==> src/rtl/ptp_stamp_latch.sv <==
module ptp_stamp_latch #(
  parameter int TW       = 64,
  parameter int DEF_PORT = 319
) (
  input  logic          clk,
  input  logic          rst_n,
  input  logic [TW-1:0] sys_time,
  input  logic          rx_en,
  input  logic          tx_en,
  input  logic [1:0]    rx_mode,
  input  logic [31:0]   match_cfg,
  input  logic [31:0]   l2_filt,
  input  logic          rx_sof,
  input  logic [15:0]   rx_etype,
  input  logic          rx_is_udp,
  input  logic [15:0]   rx_udp_dport,
  input  logic [3:0]    rx_ptp_ver,
  input  logic [3:0]    rx_msg_type,
  input  logic          rx_rd_hi,
  input  logic          tx_sof,
  input  logic          tx_mark,
  input  logic          tx_rd_hi,
  output logic [TW-1:0] rx_stamp,
  output logic          rx_valid,
  output logic [TW-1:0] tx_stamp,
  output logic          tx_valid
);
  localparam logic [1:0] MODE_V1 = 2'b01;
  localparam logic [1:0] MODE_V2 = 2'b10;
  localparam logic [15:0] DPORT  = 16'(DEF_PORT);

  logic [15:0] evt_port;
  logic        l4_ok, l2_ok, v1_hit, v2_hit, rx_hit, rx_cap, tx_cap;

  assign evt_port = (match_cfg[31:16] == 16'd0) ? DPORT : match_cfg[31:16];
  assign l4_ok    = rx_is_udp && (rx_udp_dport == evt_port);
  assign l2_ok    = !rx_is_udp && l2_filt[31] && l2_filt[30] &&
                    (rx_etype == l2_filt[15:0]);
  assign v1_hit   = (rx_mode == MODE_V1) && l4_ok && (rx_ptp_ver == 4'd1) &&
                    (rx_msg_type == match_cfg[3:0]);
  assign v2_hit   = (rx_mode == MODE_V2) && (rx_ptp_ver == 4'd2) &&
                    (rx_msg_type < 4'd4) && (l4_ok || l2_ok);
  assign rx_hit   = rx_en && rx_sof && (v1_hit || v2_hit);
  assign rx_cap   = rx_hit && !rx_valid && !rx_rd_hi;
  assign tx_cap   = tx_en && tx_sof && tx_mark && !tx_valid && !tx_rd_hi;

  always_ff @(posedge clk) begin
    if (!rst_n) begin
      rx_stamp <= '0;
      rx_valid <= 1'b0;
    end else begin
      if (rx_cap) rx_stamp <= sys_time;
      if (rx_rd_hi)    rx_valid <= 1'b0;
      else if (rx_cap) rx_valid <= 1'b1;
    end
  end

  always_ff @(posedge clk) begin
    if (!rst_n) begin
      tx_stamp <= '0;
      tx_valid <= 1'b0;
    end else begin
      if (tx_cap) tx_stamp <= sys_time;
      if (tx_rd_hi)    tx_valid <= 1'b0;
      else if (tx_cap) tx_valid <= 1'b1;
    end
  end
endmodule

==> config.mk <==
export PLATFORM = sky130hd
export DESIGN_NAME = ptp_stamp_latch
export DESIGN_NICKNAME = d
export VERILOG_FILES = /design/src/rtl/ptp_stamp_latch.sv
export SDC_FILE = /design/constraint.sdc
export NUM_CORES = 1
export LEC_CHECK = 0
export CORE_MARGIN = 10
export CORE_UTILIZATION = 30
export DETAILED_ROUTE_END_ITERATION = 7
export PLACE_DENSITY = 0.61
export SYNTH_ARGS = -nofsm -noshare
export SYNTH_HDL_FRONTEND = slang
export SYNTH_SLANG_ARGS = --single-unit
==> constraint.sdc <==
create_clock -name clk -period 6.4 [get_ports clk]
set_input_delay 1.6 -clock clk [delete_from_list [all_inputs] [get_ports clk]]
set_output_delay 1.6 -clock clk [all_outputs]
set_load 0.02 [all_outputs]
==> results.json <==
{
  "status": "completed",
  "final-hold-violation-count": 0,
  "rows": 55,
  "area_growth_pct": 50.4,
  "preCtsSetupSlack_ps": 1560,
  "fin_nets": 1284,
  "final_max_slew_viol_count": 0,
  "worst_pin_slew_ps": 1030,
  "rr_endpoint": "rx_stamp[18]$_SDFFE_PN0P_",
  "portBuffers": 283,
  "cap_violations": 0,
  "arrival_ps": 4680,
  "fin_worst_hold_slack_ps": 459,
  "cts_tree": "done",
  "hp-class": "reg2reg",
  "stdcell_area_um2": 10400,
  "dr.max_layer_used": "met4",
  "wl_met2_um": 12800,
  "wirelength_um": 26600,
  "hold-path-cell-count": 2,
  "finalSetupTns_ps": 0,
  "ctsHtreeMaxLevel": 4,
  "ir_drop_v": 0.000151,
  "grt_max_degree": 152,
  "wl_met1_um": 11600,
  "async_flop_share_pct": 0,
  "grt_pass1_vias": 7171,
  "fmax_mhz": 226,
  "yosys.cell_types.count": 37,
  "postCtsSetupBuffers": 0,
  "die_x_um": 172,
  "synth_seq_area_share_pct": 37.7,
  "wl_per_cell_um": 19.0,
  "vias": 7509,
  "rr_startpoint": "rx_valid$_SDFFE_PP0P_",
  "fp.dieH_um": 172,
  "required_ps": 6650,
  "p_total_mw": 2.04,
  "hold_end": "tx_stamp[31]$_SDFFE_PN0P_",
  "finalCriticalPeriod_ps": 4430,
  "cts_max_path_buffers": 2,
  "viasPerCell": 5.35,
  "r2r_slack_ps": 3410,
  "routabilityCongestion": 0.789,
  "insertion_delay_ps": 410,
  "ios": 310,
  "synth_edf_count": 0,
  "rsz0062_at_grt": "no",
  "clock_skew_ps": 6.43,
  "leakagePower_nw": 3.38,
  "fin_ws_ps": 1970,
  "start_util_pct": 30.5,
  "layout-drive-gt1-share_pct": 5.19,
  "dp_hpwl_um": 17500,
  "synth_area_um2": 6910,
  "crit_fanout": 86,
  "drcViolationCount": 0,
  "ys_dominant_reg_cell": "dfxtp_1",
  "cts-root-buf": "clkbuf_16",
  "route.met3.wl_um": 2020,
  "crit_type": "in2reg",
  "avgSynthCellArea_um2": 7.76,
  "place_area_um2": 9800,
  "ys_warn_count": 0,
  "grt_pass1_wl_um": 41300,
  "cp-start-kind": "input pin",
  "finalSetupViolCount": 0,
  "cts_made_buffers": 17,
  "overflow": 0,
  "drt_pass1_iterations": 6,
  "antenna_found_initial": 1,
  "cts_hold_buf": 0,
  "syn_inst": 890,
  "cp-end-kind": "register",
  "hp-start": "tx_stamp[31]$_SDFFE_PN0P_",
  "cts_resized": 0,
  "synth.ff_latch_count": 130,
  "track_usage_pct": 17.4,
  "reg2regPathDepth": 8,
  "drtIter0Drc": 543,
  "max_slew_margin_pct": 31.2,
  "core_um2": 22600,
  "powerDensity_nw_per_um2": 197,
  "syn_nets": 1070,
  "finalCritPeriodShare_pct": 69.3,
  "dieArea_um2": 29500,
  "path_clk_slew_ps": 60,
  "drtAntennaViolNets": 0,
  "clkSinkCount": 130
}
-- how the worst max path moves through the flow --
stage	from	endpoint	slack, ps	cells past startpoint
finish	match_cfg[27]	rx_stamp[63]$_SDFFE_PN0P_	1970	8
global route	match_cfg[27]	rx_stamp[44]$_SDFFE_PN0P_	1800	8
CTS	rx_en	rx_stamp[18]$_SDFFE_PN0P_	2000	9
detailed placement	match_cfg[27]	rx_stamp[63]$_SDFFE_PN0P_	1560	8
global placement	rx_en	rx_stamp[18]$_SDFFE_PN0P_	1490	9
floorplan	match_cfg[27]	rx_stamp[10]$_SDFFE_PN0P_	2800	9
-- metrics by stage --
step	utilization, %	std cells
global route	45.9	1403
global placement	43.3	1370
CTS	45.9	1402
detailed placement	43.3	1370
floorplan	-	890
finish	45.9	1403
-- placed cells by master, fill, tap and decap left out, types with 3 or more instances in the layout --
cell type | synthesis | layout
o311ai_0 | 4 | 4
clkinv_2 | 0 | 3
clkdlybuf4s50_1 | 0 | 282
clkbuf_16 | 0 | 17
o311ai_1 | 60 | 60
dfxtp_1 | 130 | 130
a21boi_0 | 64 | 64
nand4_1 | 6 | 6
inv_1 | 4 | 4
o21ai_0 | 65 | 65
a32oi_1 | 64 | 64
xor2_1 | 9 | 9
clkinv_4 | 0 | 5
buf_4 | 0 | 9
nand2_1 | 261 | 260
nor4_2 | 4 | 4
nor3_1 | 5 | 3
xnor2_1 | 23 | 23
clkinvlp_4 | 0 | 3
a21oi_1 | 67 | 67
-- critical path, stage by stage --
cell             delay (ps)
clkdlybuf4s50_1         450
nor4_2                  490
nand4_2                 280
mux2i_1                 180
or4_4                   870
buf_4                   440
a32oi_1                 190
o311ai_0                150
-- synth_stat cells (2+ instances only) --
cell type	n	area share [%]
nor4_2	4	0.72
nor2_1	2	0.11
nand4_1	6	0.54
dfxtp_1	130	38
a32oi_1	64	8.1
a21oi_1	67	4.9
nor4bb_1	2	0.29
nor3_1	5	0.36
a21boi_0	64	7.0
buf_2	4	0.29
xnor2_1	23	2.9
buf_6	9	1.5
nor4b_1	2	0.25
a41oi_1	2	0.25
o311ai_1	60	7.6
o311ai_0	4	0.51
o21ai_0	65	4.7
xor2_1	9	1.1
clkbuf_1	86	4.7
nand4b_1	2	0.25
inv_1	4	0.22
nand2_1	261	14
-- registers in the layout, indices dropped and copies added (netlist names) --
| register | flops |
|---|---|
| tx_stamp | 64 |
| tx_valid | 1 |
| rx_valid | 1 |
| rx_stamp | 64 |
-- logic make-up (layout without fill, tap and decap cells) --
group,count (synthesis),count (layout),share of synthesized area (%)
buf+inv,103,330,6.65
mux,1,1,0.145
other cells,0,1,0
simple gates,293,293,17.8
xor+xnor,32,32,4.06
compound gates,331,331,33.6
flops,130,130,37.7
-- cell type report --
cell class                 count  area [um2]
inverter                       4        15.0
timing repair buffer         294        2940
tap                          285         357
antenna                        1        2.50
clock inverter                15         161
sequential                   130        2600
clock buffer                  17         425
multi-input combinational    657        3880
fill                        2225       12300
-- layer usage --
| layer | global-route usage (%) | up-vias |
|---|---|---|
| met3 | 5.57 | 12 |
| met1 | 22.2 | 3558 |
| li1 | - | 3686 |
| met5 | 0 | - |
| met4 | 3.41 | 0 |
| met2 | 28.3 | 253 |
-- power by group --
group          total, mW  switching (mW)  internal [mW]  leakage [nW]
clock network      0.975           0.398          0.578         0.281
logic              0.245           0.115          0.130          2.05
registers          0.822         0.00400          0.818          1.05
total               2.04           0.516           1.53          3.38
Note: power is estimated with default switching activity, not from simulation.
